$ cat src/rtl/spi_arb_pkg.sv
package spi_arb_pkg;
  typedef enum logic [1:0] {
    OP_XFER = 2'd0,
    OP_ACQ  = 2'd1,
    OP_REL  = 2'd2
  } op_e;

  typedef enum logic [1:0] {
    ERR_NONE  = 2'd0,
    ERR_ARG   = 2'd1,
    ERR_STATE = 2'd2
  } err_e;

  typedef enum logic [1:0] {
    ST_IDLE,
    ST_REQ,
    ST_RUN
  } arb_st_e;
endpackage

$ cat src/rtl/spi_arb_fifo.sv
module spi_arb_fifo #(
  parameter int W     = 11,
  parameter int DEPTH = 4,
  localparam int PW   = (DEPTH > 1) ? $clog2(DEPTH) : 1,
  localparam int CW   = $clog2(DEPTH + 1)
) (
  input  logic         clk_i,
  input  logic         rst_ni,
  input  logic         push_i,
  input  logic [W-1:0] data_i,
  input  logic         pop_i,
  output logic [W-1:0] data_o,
  output logic         empty_o,
  output logic         full_o
);
  logic [W-1:0]  mem_q [DEPTH];
  logic [PW-1:0] wr_q, rd_q;
  logic [CW-1:0] cnt_q;

  always_ff @(posedge clk_i) begin
    if (push_i) mem_q[wr_q] <= data_i;
  end

  always_ff @(posedge clk_i or negedge rst_ni) begin
    if (!rst_ni) begin
      wr_q  <= '0;
      rd_q  <= '0;
      cnt_q <= '0;
    end else begin
      if (push_i) wr_q <= (wr_q == PW'(DEPTH - 1)) ? '0 : wr_q + 1'b1;
      if (pop_i)  rd_q <= (rd_q == PW'(DEPTH - 1)) ? '0 : rd_q + 1'b1;
      case ({push_i, pop_i})
        2'b10:   cnt_q <= cnt_q + 1'b1;
        2'b01:   cnt_q <= cnt_q - 1'b1;
        default: cnt_q <= cnt_q;
      endcase
    end
  end

  assign data_o  = mem_q[rd_q];
  assign empty_o = (cnt_q == '0);
  assign full_o  = (cnt_q == CW'(DEPTH));

  assert_no_overflow_R4: assert property (@(posedge clk_i) disable iff (!rst_ni)
    push_i |-> !full_o);
  assert_no_underflow_R4: assert property (@(posedge clk_i) disable iff (!rst_ni)
    pop_i |-> !empty_o);
endmodule

$ cat src/rtl/spi_arb_rr.sv
module spi_arb_rr #(
  parameter int N  = 3,
  parameter int IW = 2
) (
  input  logic [N-1:0]  req_i,
  input  logic [IW-1:0] last_i,
  output logic [N-1:0]  gnt_o,
  output logic [IW-1:0] idx_o
);
  int cand;
  logic found;

  always_comb begin
    gnt_o = '0;
    idx_o = '0;
    found = 1'b0;
    cand  = 0;
    for (int off = 1; off <= N; off++) begin
      cand = (int'(last_i) + off) % N;
      if (!found && req_i[cand]) begin
        found       = 1'b1;
        gnt_o[cand] = 1'b1;
        idx_o       = IW'(cand);
      end
    end
  end
endmodule

$ cat src/rtl/spi_bus_arbiter.sv
module spi_bus_arbiter
  import spi_arb_pkg::*;
#(
  parameter int NDEV  = 3,
  parameter int HW    = 8,
  parameter int DEPTH = 4,
  localparam int IW   = (NDEV > 1) ? $clog2(NDEV) : 1
) (
  input  logic              clk_i,
  input  logic              rst_ni,
  input  logic [NDEV-1:0]   req_valid_i,
  output logic [NDEV-1:0]   req_ready_o,
  input  logic [2*NDEV-1:0] req_op_i,
  input  logic [HW*NDEV-1:0] req_handle_i,
  input  logic [NDEV-1:0]   req_keep_cs_i,
  input  logic [NDEV-1:0]   req_poll_i,
  output logic [NDEV-1:0]   err_valid_o,
  output logic [2*NDEV-1:0] err_code_o,
  output logic [NDEV-1:0]   acq_gnt_o,
  output logic [NDEV-1:0]   done_o,
  output logic              eng_req_o,
  input  logic              eng_gnt_i,
  input  logic              eng_done_i,
  output logic [IW-1:0]     eng_dev_o,
  output logic [HW-1:0]     eng_handle_o,
  output logic              eng_keep_cs_o,
  output logic [NDEV-1:0]   cs_n_o
);
  localparam int W = HW + 3;

  arb_st_e         st_q;
  logic [IW-1:0]   cur_dev_q, last_q, owner_q, pick_idx;
  logic [HW-1:0]   cur_handle_q;
  logic            cur_keep_q, lock_q, cs_hold_q;
  logic [NDEV-1:0] err_valid_q, acq_gnt_q, done_q;
  logic [2*NDEV-1:0] err_code_q;

  logic [NDEV-1:0] hs, rej_arg, rej_st, push, pop, empty, full, elig, pick_vec;
  logic [W-1:0]    head [NDEV];
  logic [W-1:0]    sel;
  op_e             sel_op;

  for (genvar g = 0; g < NDEV; g++) begin : g_dev
    op_e op_in;
    assign op_in      = op_e'(req_op_i[2*g +: 2]);
    assign hs[g]      = req_valid_i[g] & req_ready_o[g];
    assign rej_arg[g] = hs[g] && op_in == OP_XFER && req_keep_cs_i[g]
                        && !(lock_q && owner_q == IW'(g));
    // outstanding = anything queued or in the engine for this device
    assign rej_st[g]  = hs[g] && op_in == OP_XFER && req_poll_i[g] && !rej_arg[g]
                        && (!empty[g] || (st_q != ST_IDLE && cur_dev_q == IW'(g)));
    assign push[g]    = hs[g] & ~rej_arg[g] & ~rej_st[g];
    assign elig[g]    = ~empty[g] & (~lock_q | (owner_q == IW'(g)));
    assign pop[g]     = (st_q == ST_IDLE) & pick_vec[g];
    assign req_ready_o[g] = ~full[g];
    assign cs_n_o[g]  = ~(((st_q != ST_IDLE) | cs_hold_q) & (cur_dev_q == IW'(g)));

    spi_arb_fifo #(.W(W), .DEPTH(DEPTH)) u_fifo (
      .clk_i  (clk_i),
      .rst_ni (rst_ni),
      .push_i (push[g]),
      .data_i ({req_op_i[2*g +: 2], req_keep_cs_i[g], req_handle_i[HW*g +: HW]}),
      .pop_i  (pop[g]),
      .data_o (head[g]),
      .empty_o(empty[g]),
      .full_o (full[g])
    );

    assert_err_code_R10: assert property (@(posedge clk_i) disable iff (!rst_ni)
      err_valid_o[g] |-> err_code_o[2*g +: 2] != 2'd0);
  end

  spi_arb_rr #(.N(NDEV), .IW(IW)) u_rr (
    .req_i (elig),
    .last_i(last_q),
    .gnt_o (pick_vec),
    .idx_o (pick_idx)
  );

  always_comb begin
    sel = '0;
    for (int d = 0; d < NDEV; d++) begin
      if (pick_vec[d]) sel = head[d];
    end
  end
  assign sel_op = op_e'(sel[W-1 -: 2]);

  always_ff @(posedge clk_i or negedge rst_ni) begin
    if (!rst_ni) begin
      st_q         <= ST_IDLE;
      cur_dev_q    <= '0;
      cur_handle_q <= '0;
      cur_keep_q   <= 1'b0;
      last_q       <= IW'(NDEV - 1);
      lock_q       <= 1'b0;
      owner_q      <= '0;
      cs_hold_q    <= 1'b0;
      err_valid_q  <= '0;
      err_code_q   <= '0;
      acq_gnt_q    <= '0;
      done_q       <= '0;
    end else begin
      err_valid_q <= rej_arg | rej_st;
      for (int d = 0; d < NDEV; d++) begin
        err_code_q[2*d +: 2] <= rej_arg[d] ? ERR_ARG : (rej_st[d] ? ERR_STATE : ERR_NONE);
      end
      acq_gnt_q <= '0;
      done_q    <= '0;
      case (st_q)
        ST_IDLE: begin
          if (|pick_vec) begin
            last_q <= pick_idx;
            case (sel_op)
              OP_XFER: begin
                cur_dev_q    <= pick_idx;
                cur_handle_q <= sel[HW-1:0];
                cur_keep_q   <= sel[HW];
                st_q         <= ST_REQ;
              end
              OP_ACQ: begin
                lock_q    <= 1'b1;
                owner_q   <= pick_idx;
                acq_gnt_q <= pick_vec;
              end
              OP_REL: begin
                if (lock_q && owner_q == pick_idx) begin
                  lock_q    <= 1'b0;
                  cs_hold_q <= 1'b0;
                end
              end
              default: ;
            endcase
          end
        end
        ST_REQ: if (eng_gnt_i) st_q <= ST_RUN;
        ST_RUN: begin
          if (eng_done_i) begin
            st_q      <= ST_IDLE;
            done_q    <= NDEV'(1) << cur_dev_q;
            cs_hold_q <= cur_keep_q;
          end
        end
        default: st_q <= ST_IDLE;
      endcase
    end
  end

  assign eng_req_o     = (st_q == ST_REQ);
  assign eng_dev_o     = cur_dev_q;
  assign eng_handle_o  = cur_handle_q;
  assign eng_keep_cs_o = cur_keep_q;
  assign err_valid_o   = err_valid_q;
  assign err_code_o    = err_code_q;
  assign acq_gnt_o     = acq_gnt_q;
  assign done_o        = done_q;

  assert_single_cs_R2: assert property (@(posedge clk_i) disable iff (!rst_ni)
    $countones(~cs_n_o) <= 1);
  assert_req_held_R2: assert property (@(posedge clk_i) disable iff (!rst_ni)
    eng_req_o && !eng_gnt_i |=> eng_req_o);
  assert_acq_idle_R5: assert property (@(posedge clk_i) disable iff (!rst_ni)
    (|acq_gnt_o) |-> !eng_req_o && $onehot0(acq_gnt_o));
  assert_lock_defer_R6: assert property (@(posedge clk_i) disable iff (!rst_ni)
    eng_req_o |-> (!lock_q || eng_dev_o == owner_q));
  assert_keep_locked_R7: assert property (@(posedge clk_i) disable iff (!rst_ni)
    eng_req_o && eng_keep_cs_o |-> lock_q && eng_dev_o == owner_q);
  assert_hold_locked_R9: assert property (@(posedge clk_i) disable iff (!rst_ni)
    cs_hold_q |-> lock_q);
endmodule

$ cat config.mk
export PLATFORM = sky130hd
export DESIGN_NAME = spi_bus_arbiter
export DESIGN_NICKNAME = d
export VERILOG_FILES = /design/src/rtl/spi_arb_pkg.sv /design/src/rtl/spi_arb_fifo.sv /design/src/rtl/spi_arb_rr.sv /design/src/rtl/spi_bus_arbiter.sv
export SDC_FILE = /design/constraint.sdc
export NUM_CORES = 1
export LEC_CHECK = 0
export BUFFER_PORTS_ARGS = -buffer_cell sky130_fd_sc_hd__buf_2
export CORE_ASPECT_RATIO = 0.75
export CORE_MARGIN = 4
export CORE_UTILIZATION = 38
export CTS_CLUSTER_SIZE = 10
export DETAILED_ROUTE_END_ITERATION = 10
export PLACE_DENSITY = 0.58
export SLEW_MARGIN = 40
export SYNTH_ARGS = -nofsm -noshare
export SYNTH_HDL_FRONTEND = slang
export SYNTH_SLANG_ARGS = --single-unit
$ cat constraint.sdc
create_clock -name clk_i -period 3.2 [get_ports clk_i]
set_clock_uncertainty 0.2 [all_clocks]
set_input_delay 0.16 -clock clk_i [delete_from_list [all_inputs] [get_ports clk_i]]
set_output_delay 0.16 -clock clk_i [all_outputs]
set_load 0.05 [all_outputs]
==> results of run 1 <==
-- worst min-delay path by stage --
stage	start	depth (start not counted)	slack, ns	endpoint
floorplan	rst_ni	0	-0.34	acq_gnt_o[0]
global placement	req_handle_i[9]	1	0.17	g_dev[1].u_fifo.mem_q[0][1]
detailed placement	rst_ni	1	0.01	g_dev[0].u_fifo.wr_q[0]
CTS	req_valid_i[1]	4	0.01	err_code_o[2]
global route	req_valid_i[1]	4	0.06	err_code_o[2]
finish	req_valid_i[1]	5	0.03	err_valid_o[1]
-- per-layer routing --
layer,share of wire [%],routed length [um]
met2,47,8330
met5,0,0
met1,46,8260
met3,5.1,919
met4,2.0,361
-- cell usage after synthesis (2+ instances only) --
master      n
nand4b_1    2
mux2_2      4
o211ai_1    4
a31oi_1    10
a21o_1      6
inv_1      29
fa_1        3
edfxtp_1  132
nor2_1     33
nand3_1    10
ha_1       22
clkbuf_1   11
mux2i_1     5
mux2_4      8
nand2_1    45
buf_6       2
nor2b_1     2
o21ai_0    15
o211a_1     3
xnor2_1     4
nand2b_1   19
mux4_2     33
and2_1     12
nor3_1     10
a21oi_1     7
xor2_1      6
dfrtp_1    54
o21a_1      2
a22o_1      2
-- cell usage in the layout, fill, tap and decap left out, types with 3 or more instances in the layout --
cell | netlist | layout
a21o_1 | 6 | 6
a21oi_1 | 7 | 6
a31oi_1 | 10 | 10
and2_1 | 12 | 12
buf_2 | 0 | 74
buf_4 | 0 | 39
buf_6 | 2 | 3
clkbuf_1 | 11 | 3
clkbuf_16 | 0 | 19
dfrtp_1 | 54 | 53
dlygate4sd3_1 | 0 | 45
edfxtp_1 | 132 | 132
ha_1 | 22 | 17
ha_4 | 0 | 3
inv_1 | 29 | 25
inv_2 | 0 | 4
inv_4 | 0 | 3
inv_6 | 0 | 3
mux2_2 | 4 | 4
mux2_4 | 8 | 8
mux2i_1 | 5 | 4
mux4_2 | 33 | 33
nand2_1 | 45 | 43
nand2b_1 | 19 | 18
nand3_1 | 10 | 10
nor2_1 | 33 | 32
nor3_1 | 10 | 8
o211a_1 | 3 | 3
o211ai_1 | 4 | 4
o21ai_0 | 15 | 15
xnor2_1 | 4 | 4
xor2_1 | 6 | 6
-- state kept, by name (all words and copies together), names as in the netlist, 2 cells and up --
signal,cells
acq_gnt_o,3
err_code_o,6
done_o,3
g_dev.u_fifo.mem_q,132
g_dev.u_fifo.wr_q,6
st_q,2
g_dev.u_fifo.rd_q,6
err_valid_o,3
g_dev.u_fifo.cnt_q,9
last_q,2
eng_dev_o,2
eng_handle_o,8
owner_q,2
-- area by class of cell --
class	instances	area, um2	share of cell area [%]
Sequential cell	187	5340	52.4
Multi-Input combinational cell	289	2650	26.0
Timing Repair Buffer	162	1170	11.5
Clock buffer	23	500	4.91
Tap cell	282	353	3.46
Inverter	29	109	1.07
Clock inverter	9	75.1	0.737
-- power groups by stage --
| stage | clock network (mW) | registers (mW) | logic [mW] |
|---|---|---|---|
| CTS | 2.08 | 3.61 | 4.85 |
| global route | 2.18 | 3.68 | 5.78 |
| floorplan | 0 | 3.85 | 3.21 |
| global placement | 0 | 3.62 | 4.67 |
| finish | 2.04 | 3.61 | 5.35 |
| detailed placement | 0 | 3.66 | 4.77 |
-- what timing repair did --
action	in CTS	in global routing
endpoints found under the hold margin	187	0
resized for setup	4	27
hold buffers	45	0
pin swaps	3	16
buffers inserted	1	12
setup endpoints to repair	6	18
-- logic make-up after synthesis --
logic type	Yosys count	share of synthesized area, %
buffers and inverters	42	2.15
and+or+nand+nor	142	8.75
AOI/OAI and AO/OA	61	5.19
xor gates and xnor gates	10	1.09
muxes	50	11.9
DFF	187	66.6
adders and majority gates	26	4.30
-- through the flow --
step / setup WS, ns / setup TNS (ns)
floorplan: -0.00609 / -0.00609
global route: -0.0827 / -0.709
detailed placement: -0.0387 / -0.103
CTS: 0.00588 / 0
finish: 0.000728 / 0
global placement: 0.0573 / 0
-- worst max-delay path, delay by kind of cell, from the launching register on --
| family | cells | cell delay [ns] |
|---|---|---|
| flops | 1 | 0.57 |
| mux | 1 | 0.33 |
| buf+inv | 2 | 0.29 |
| fa+ha+maj | 1 | 0.23 |
| compound gates | 5 | 0.89 |
| simple gates | 3 | 0.58 |
==> flow_summary.json, run 1 <==
{
  "run_status": "completed",
  "path_cells": "ha_4 -> nand2b_1 -> o22ai_1 -> a41oi_1 -> a32oi_1 -> a21o_1 -> buf_4 -> nand2b_4 -> o211ai_1 -> and4bb_4 -> buf_12 -> mux2_2",
  "rows": 45,
  "power.share.switching_pct": 38.1,
  "power_frac_comb_pct": 48.6,
  "worstPathArrival_ns": 3.31,
  "p_leak_nw": 4.07,
  "cp_max_fo": 12,
  "peakVddDrop_v": 0.000418,
  "p_total_mw": 11.0,
  "syn-num-nets": 586,
  "clkTransAtPathRegs_ns": 0.07,
  "avgSynthCellArea_um2": 15.5,
  "internal-power_mw": 6.81,
  "synth_enable_flop_cells": 132,
  "clock_sinks": 187,
  "powerDensity_nw_per_um2": 1080,
  "finalInstanceArea_um2": 10200,
  "drcViolationCount": 0,
  "fin_util_pct": 49.7,
  "yosysTopAreaCellShare_pct": 49.4,
  "hold-worst-slack_ns": 0.0253,
  "async_flop_share_pct": 29.4,
  "insertion_delay_ns": 0.43,
  "core_area_um2": 20500,
  "critical_path_required_ns": 3.31,
  "met2_usage_pct": 24.2,
  "synthFlopType": "edfxtp_1",
  "max_slew_margin_pct": 58.6,
  "grt_setup_unrepaired": "true",
  "gp_congestion": 0.928,
  "crit_end": "eng_handle_o[1]",
  "wl_per_cell_um": 18.2,
  "cts_htree_levels": 4,
  "numCtsBuffers": 17,
  "clockBufferDepth": 2,
  "antenna_found_initial": 0,
  "placed_area_um2": 8940,
  "grt_use_total_pct": 15.6,
  "finalHoldViolCount": 0,
  "stdcell_count": 981,
  "ys_ff_latch": 187,
  "final_nets": 754,
  "r2r-end": "eng_handle_o[1]",
  "synth_cells": 518,
  "die-area_um2": 23500,
  "pwr-share-seq_pct": 32.8,
  "layout-drive-gt1-share_pct": 32.5,
  "hold_class": "input port to flip-flop",
  "nFillCells": 1779,
  "ant_nets": 0,
  "final_max_slew_viol_count": 0,
  "io_pins": 76,
  "crit_type": "flip-flop to flip-flop",
  "critical_path.startpoint": "last_q[1]",
  "slowest_delay_ns": 0.57,
  "synth_top_cell_by_area": "edfxtp_1",
  "r2r_start": "last_q[1]",
  "area_delta_synth_final_pct": 27.0,
  "port_buffers": 75,
  "setup_viol": 0,
  "synth.distinct_cells": 52,
  "cts_tree": "done",
  "grtUsageMet3_pct": 3.41,
  "reg2reg_slack_ns": 0.0007,
  "grt_pass1_wl_um": 28100,
  "start_util_pct": 39.2,
  "seq_area_frac_synth_pct": 66.6,
  "hpwlAfterDp_um": 12700,
  "drt-initial-drc-count": 233,
  "grt_pass1_vias": 5018,
  "period_share_pct": 100,
  "viasPerCell": 5.02,
  "die_y_um": 134,
  "synth_area_um2": 8020,
  "end_kind": "flip-flop",
  "drt_pre_antenna_iters": 5,
  "yosys_warnings": 0,
  "worstMarginPinSlew_ns": 0.621,
  "cts-root-buf": "clkbuf_16",
  "synthTopCellsByArea": "edfxtp_1 (49%), dfrtp_1 (17%), mux4_2 (9.3%)",
  "timing.fmax_mhz": 313,
  "placedCellCount": 891,
  "cpMaxStageDelayCell": "dfstp_2",
  "max_cap_violations": 0,
  "rr_worst_depth": 12,
  "antenna_cells": 0,
  "gr-max-usage-layer": "met2",
  "cp-start-kind": "flip-flop",
  "wl_um": 17900,
  "grt_use_met1_pct": 22.4,
  "fin_crit_ns": 3.20,
  "die_w_um": 176,
  "p_sw_mw": 4.19,
  "clockPowerShare_pct": 18.6,
  "grt_max_degree": 43,
  "grt_overflow": 0,
  "vias": 4923
}
No activity file was read; power rests on OpenSTA's default activity.
==> run 2, diff against run 1 <==
--- a/config.mk
+++ b/config.mk
@@ -11,8 +11,10 @@
 export CORE_UTILIZATION = 38
 export CTS_CLUSTER_SIZE = 10
 export DETAILED_ROUTE_END_ITERATION = 10
+export GPL_TIMING_DRIVEN = 0
 export PLACE_DENSITY = 0.58
 export SLEW_MARGIN = 40
 export SYNTH_ARGS = -nofsm -noshare
 export SYNTH_HDL_FRONTEND = slang
+export SYNTH_HIERARCHICAL = 1
 export SYNTH_SLANG_ARGS = --single-unit
==> run 2 against run 1 <==
Against the previous run:
- global-route usage shrank 0.19 points
- synthesized cell count shrank 5.2%
- cell area grew 1.5%
- non-clock buffer count shrank 7
- critical path depth is the same
- utilization grew 0.61 points
- critical endpoint is now eng_handle_o[5]
==> flow_summary.json, run 2 <==
{
  "run_status": "completed",
  "synth.distinct_cells": 49,
  "setup_slack_ns": 0.0316,
  "synthFlopType": "edfxtp_1",
  "fin_crit_ns": 3.17,
  "synth_area_um2": 8090,
  "synth_top_family_by_area": "multiplexers",
  "grt_use_total_pct": 15.4,
  "finalInstanceArea_um2": 10300,
  "clockPowerShare_pct": 18.7,
  "synthMuxAreaShare_pct": 14.1,
  "grt_max_degree": 56,
  "drt_pre_antenna_iters": 4,
  "antenna_cells": 0,
  "area_delta_synth_final_pct": 27.9,
  "grt_setup_unrepaired": "true",
  "p_sw_mw": 4.27,
  "end_kind": "flip-flop",
  "place_ws_ns": -0.654,
  "viasPerCell": 4.97,
  "power_frac_comb_pct": 48.9,
  "synth_xor_area_share_pct": 1.19,
  "drcViolationCount": 0,
  "yosys.area_share.simple_pct": 6.71,
  "ys_ff_latch": 187,
  "ant_nets": 0,
  "synthTopCellsByArea": "edfxtp_1 (49%), dfrtp_1 (17%), mux4_2 (6.7%)",
  "p_leak_nw": 4.07,
  "drt-initial-drc-count": 343,
  "gp_congestion": 0.782,
  "cp_max_fo": 7,
  "clkTransAtPathRegs_ns": 0.08,
  "timing.fmax_mhz": 316,
  "port_buffers": 75,
  "power.share.switching_pct": 38.6,
  "start_util_pct": 39.4,
  "cts-root-buf": "clkbuf_16",
  "placed_area_um2": 8860,
  "peakVddDrop_v": 0.000491,
  "fin_util_pct": 50.3,
  "max_cap_violations": 0,
  "hpwlAfterDp_um": 11900,
  "syn-num-nets": 559,
  "worstPathArrival_ns": 3.28,
  "hold-worst-slack_ns": 0.0641,
  "finalHoldViolCount": 0,
  "grt_overflow": 0,
  "vias": 4706,
  "critical_path_required_ns": 3.31,
  "period_share_pct": 99.0,
  "synth_enable_flop_cells": 132,
  "synth_compound_area_share_pct": 5.20,
  "hold_class": "input port to async pin",
  "die-area_um2": 23700,
  "seq_area_frac_synth_pct": 66.0,
  "avgSynthCellArea_um2": 16.5,
  "antenna_found_initial": 0,
  "pwr-share-seq_pct": 32.4,
  "wl_um": 17800,
  "cts_tree": "done",
  "io_pins": 76,
  "insertion_delay_ns": 0.43,
  "core_area_um2": 20600,
  "rows": 45,
  "final_common_cell": "edfxtp_1",
  "grt_pass1_vias": 4962,
  "max_slew_margin_pct": 55.0,
  "grt_pass1_wl_um": 27800,
  "regMostFlops": "g_dev.u_fifo/mem_q",
  "clock_sinks": 187,
  "powerDensity_nw_per_um2": 1070,
  "nFillCells": 1704,
  "async_flop_share_pct": 29.4,
  "crit_type": "flip-flop to flip-flop",
  "cp-start-kind": "flip-flop",
  "worstMarginPinSlew_ns": 0.675,
  "cts_htree_levels": 4,
  "yosysMostFrequentCell": "edfxtp_1",
  "largest_reg_flops": 132,
  "final_max_slew_viol_count": 0,
  "die_y_um": 134,
  "internal-power_mw": 6.80,
  "setup_viol": 0,
  "most-common-layout-cells": "edfxtp_1 (132), buf_2 (77), dfrtp_1 (51), dlygate4sd3_1 (46), inv_1 (26)",
  "synth_commonest_cells": "edfxtp_1 (132), dfrtp_1 (54), inv_1 (30)",
  "synthAdderAreaFrac_pct": 4.14,
  "reg2reg_slack_ns": 0.03,
  "numCtsBuffers": 17,
  "clockBufferDepth": 2,
  "p_total_mw": 11.1,
  "wl_per_cell_um": 18.9,
  "final_nets": 719,
  "yosys_warnings": 6,
  "synth_cells": 491,
  "layout-drive-gt1-share_pct": 35.1,
  "synth_top_cell_by_area": "edfxtp_1",
  "yosysTopAreaCellShare_pct": 49.0,
  "die_w_um": 176
}
## run 2: worst paths after layout
kind / depth (start not counted) / startpoint / endpoint
setup / recovery: 12 / last_q[1] / eng_handle_o[5]
hold / removal: 2 / rst_ni / err_valid_o[1]
setup reg to reg: 12 / last_q[1] / eng_handle_o[5]
hold reg to reg: 1 / g_dev[2].u_fifo/cnt_q[2] / g_dev[2].u_fifo/cnt_q[2]
max in group asynchronous: 2 / rst_ni / g_dev[0].u_fifo/cnt_q[0]
min in group clk_i: 2 / req_handle_i[2] / g_dev[0].u_fifo/mem_q[3][2]
## run 2: layer usage
metal | vias up | GRT usage (%) | wire, um
li1 | 2180 | - | -
met1 | 2390 | 22.6 | 8500
met2 | 123 | 23.3 | 8260
met3 | 13 | 3.75 | 898
met4 | 0 | 4.08 | 188
met5 | - | 0 | 0
## run 2: timing repair
action / 4_1_cts / 5_1_grt
pin swaps: 6 / 15
resized for setup: 30 / 42
setup endpoints to repair: 29 / 110
buffers inserted: 10 / 10
hold endpoints to repair: 202 / 0
gates cloned: 0 / 2
hold buffers: 46 / 0
## run 2: cell families (layout without fill, tap and decap cells)
family	count (synthesis)	after routing
DFF	187	187
AOI/OAI and AO/OA	65	65
muxes	63	63
buffers and inverters	44	217
xor gates and xnor gates	11	11
and+or+nand+nor	96	96
adders and majority gates	25	25
## run 2: final cells by class
class / count / area, um2 / area share, %
inverter: 30 / 113 / 1.09
clock buffer: 17 / 425 / 4.11
buffer: 12 / 115 / 1.11
multi-input combinational: 260 / 2810 / 27.1
clock inverter: 15 / 170 / 1.64
tap: 282 / 353 / 3.41
timing repair buffer: 143 / 1020 / 9.84
sequential: 187 / 5350 / 51.7
## run 2: power by group through the flow
stage	registers, mW	clock network, mW	logic (mW)
3_3_place_gp	3.56	0	4.35
3_5_place_dp	3.60	0	4.48
6_report	3.59	2.07	5.42
5_1_grt	3.65	2.23	5.83
2_1_floorplan	3.74	0	3.17
4_1_cts	3.58	2.12	4.87
## run 2: stage by stage
| stage | instances | setup TNS [ns] |
|---|---|---|
| finish | 946 | 0 |
| detailed placement | 848 | -8.44 |
| CTS | 935 | -0.0352 |
| global route | 946 | -0.768 |
| global placement | 848 | -5.92 |
| floorplan | 491 | 0 |
## run 2: critical path, cell delays in order (launching register included)
cell and delay, ns:
dfstp_2 0.62, ha_4 0.25, nand2b_4 0.15, a21boi_4 0.14
o221ai_4 0.27, o22ai_4 0.14, buf_6 0.15, nand3b_1 0.21
a21oi_4 0.24, nor4_4 0.07, buf_4 0.17, buf_4 0.15
mux2_4 0.29
==> run 3, diff against run 2 <==
--- a/config.mk
+++ b/config.mk
@@ -13,6 +13,8 @@
 export DETAILED_ROUTE_END_ITERATION = 10
 export GPL_TIMING_DRIVEN = 0
 export PLACE_DENSITY = 0.58
+export REMOVE_ABC_BUFFERS = 1
+export SETUP_SLACK_MARGIN = 0.05
 export SLEW_MARGIN = 40
 export SYNTH_ARGS = -nofsm -noshare
 export SYNTH_HDL_FRONTEND = slang
==> run 3 against run 2 <==
Against the previous run:
- clock power barely moved
- global-route usage fell by 0.19 points
- maximum frequency rose by 0.13%
- hold slack improved by 0.0042 ns
- register-to-register slack barely moved
- sequential share of layout area barely moved
- utilization barely moved
- via count rose by 1.1%
- critical path type unchanged
- highest routed layer unchanged
==> flow_summary.json, run 3 (same netlist as run 2, synthesis figures left out) <==
{
  "run_status": "completed",
  "r2r_start": "last_q[1]",
  "peakVddDrop_v": 0.000562,
  "crit_type": "flip-flop to flip-flop",
  "drt-initial-drc-count": 331,
  "core_area_um2": 20600,
  "regMostFlops": "g_dev.u_fifo/mem_q",
  "layout-drive-gt1-share_pct": 35.9,
  "clkTransAtPathRegs_ns": 0.07,
  "clock_sinks": 187,
  "timing.fmax_mhz": 316,
  "powerDensity_nw_per_um2": 1080,
  "rr_worst_depth": 12,
  "critical_path_required_ns": 3.30,
  "final_nets": 712,
  "regArea_um2": 5350,
  "slowest_delay_ns": 0.61,
  "die_y_um": 134,
  "cts_htree_levels": 4,
  "clockBufferDepth": 2,
  "wl_per_cell_um": 19.1,
  "io_pins": 76,
  "max_slew_margin_pct": 51.7,
  "p_leak_nw": 4.06,
  "cp-start-kind": "flip-flop",
  "hpwlAfterDp_um": 11900,
  "cp_max_fo": 7,
  "max_cap_violations": 0,
  "grt_setup_unrepaired": "true",
  "grt_use_total_pct": 15.3,
  "start_util_pct": 39.4,
  "grt_pass1_vias": 4981,
  "rows": 45,
  "r2r-end": "eng_handle_o[0]",
  "setup_viol": 0,
  "largest_reg_flops": 132,
  "insertion_delay_ns": 0.43,
  "cts-root-buf": "clkbuf_16",
  "cp_top_family": "compound AO/OA/AOI/OAI gates",
  "port_buffers": 75,
  "placedCellCount": 837,
  "drcViolationCount": 0,
  "tns_ns": 0,
  "end_kind": "flip-flop",
  "grt_max_degree": 56,
  "area_delta_synth_final_pct": 28.0,
  "ant_nets": 0,
  "antenna_found_initial": 0,
  "fin_crit_ns": 3.16,
  "most-common-layout-cells": "edfxtp_1 (132), buf_2 (75), dfrtp_1 (48), dlygate4sd3_1 (46), inv_1 (25)",
  "worstPathArrival_ns": 3.27,
  "cts_tree": "done",
  "finalHoldViolCount": 0,
  "grt_pass1_wl_um": 27400,
  "antenna_cells": 0,
  "reg2reg_slack_ns": 0.04,
  "final_max_slew_viol_count": 0,
  "die-area_um2": 23700,
  "cpMaxStageDelayCell": "dfstp_2",
  "hold_class": "input port to async pin",
  "numCtsBuffers": 17,
  "vias": 4759,
  "final_common_cell": "edfxtp_1",
  "gp_congestion": 0.800,
  "viasPerCell": 5.07,
  "multiInputGateArea_um2": 2870,
  "grt_overflow": 0,
  "cp.buffers_inverters": 3,
  "path_cells": "ha_4 -> nand2b_4 -> a21boi_4 -> o221ai_4 -> o31ai_4 -> buf_6 -> buf_12 -> a21oi_4 -> a21oi_4 -> nor4_4 -> buf_6 -> mux2_4",
  "stdcell_count": 939,
  "nFillCells": 1690,
  "drt_pre_antenna_iters": 5,
  "worstMarginPinSlew_ns": 0.725,
  "wl_um": 17900,
  "die_w_um": 176,
  "period_share_pct": 98.9,
  "hold-worst-slack_ns": 0.0683
}
-- run 3: where the power goes --
| part | leakage, nW | internal (mW) | switching [mW] |
|---|---|---|---|
| clock | 0.293 | 1.17 | 0.928 |
| combinational | 1.86 | 2.53 | 2.78 |
| sequential | 1.90 | 3.23 | 0.537 |
-- run 3: worst max-delay path by stage --
stage	startpoint	endpoint	cells past startpoint
2_1_floorplan	last_q[0]	eng_handle_o[4]	10
3_3_place_gp	g_dev[0].u_fifo/cnt_q[0]	eng_handle_o[4]	9
3_5_place_dp	g_dev[1].u_fifo/cnt_q[0]	eng_handle_o[4]	11
4_1_cts	last_q[1]	eng_handle_o[4]	12
5_1_grt	last_q[1]	eng_handle_o[4]	11
6_report	last_q[1]	eng_handle_o[0]	12
-- run 3: what timing repair did --
action                     CTS  global route
setup buffers                9            14
setup endpoints to repair   30            76
resized for setup           40            36
cloned                       0             1
hold endpoints to repair   200             0
hold buffers                46             0
pin swaps                    8            14
-- run 3: stage by stage --
step	cell area, um2	util [%]	power (mW)	worst slack, ns
after floorplan	7990	-	6.67	-1.08
after global placement	8720	42.4	7.68	-2.39
after detailed placement	8770	42.7	7.95	-0.980
after CTS	10100	48.9	10.6	0.0326
after global routing	10400	50.4	11.8	-0.0760
final	10400	50.4	11.2	0.0356
-- run 3: metal layers --
layer	GRT usage [%]	part of all wire (%)
met1	22.3	48
met2	22.9	46
met3	4.03	5.0
met4	3.91	1.6
met5	0	0
-- run 3: layout make-up --
class / instances / share of cell area [%]
Sequential cell: 187 / 51.7
Clock inverter: 14 / 1.51
Multi-Input combinational cell: 260 / 27.7
Tap cell: 282 / 3.41
Timing Repair Buffer: 148 / 10.5
Inverter: 30 / 1.09
Clock buffer: 18 / 4.15
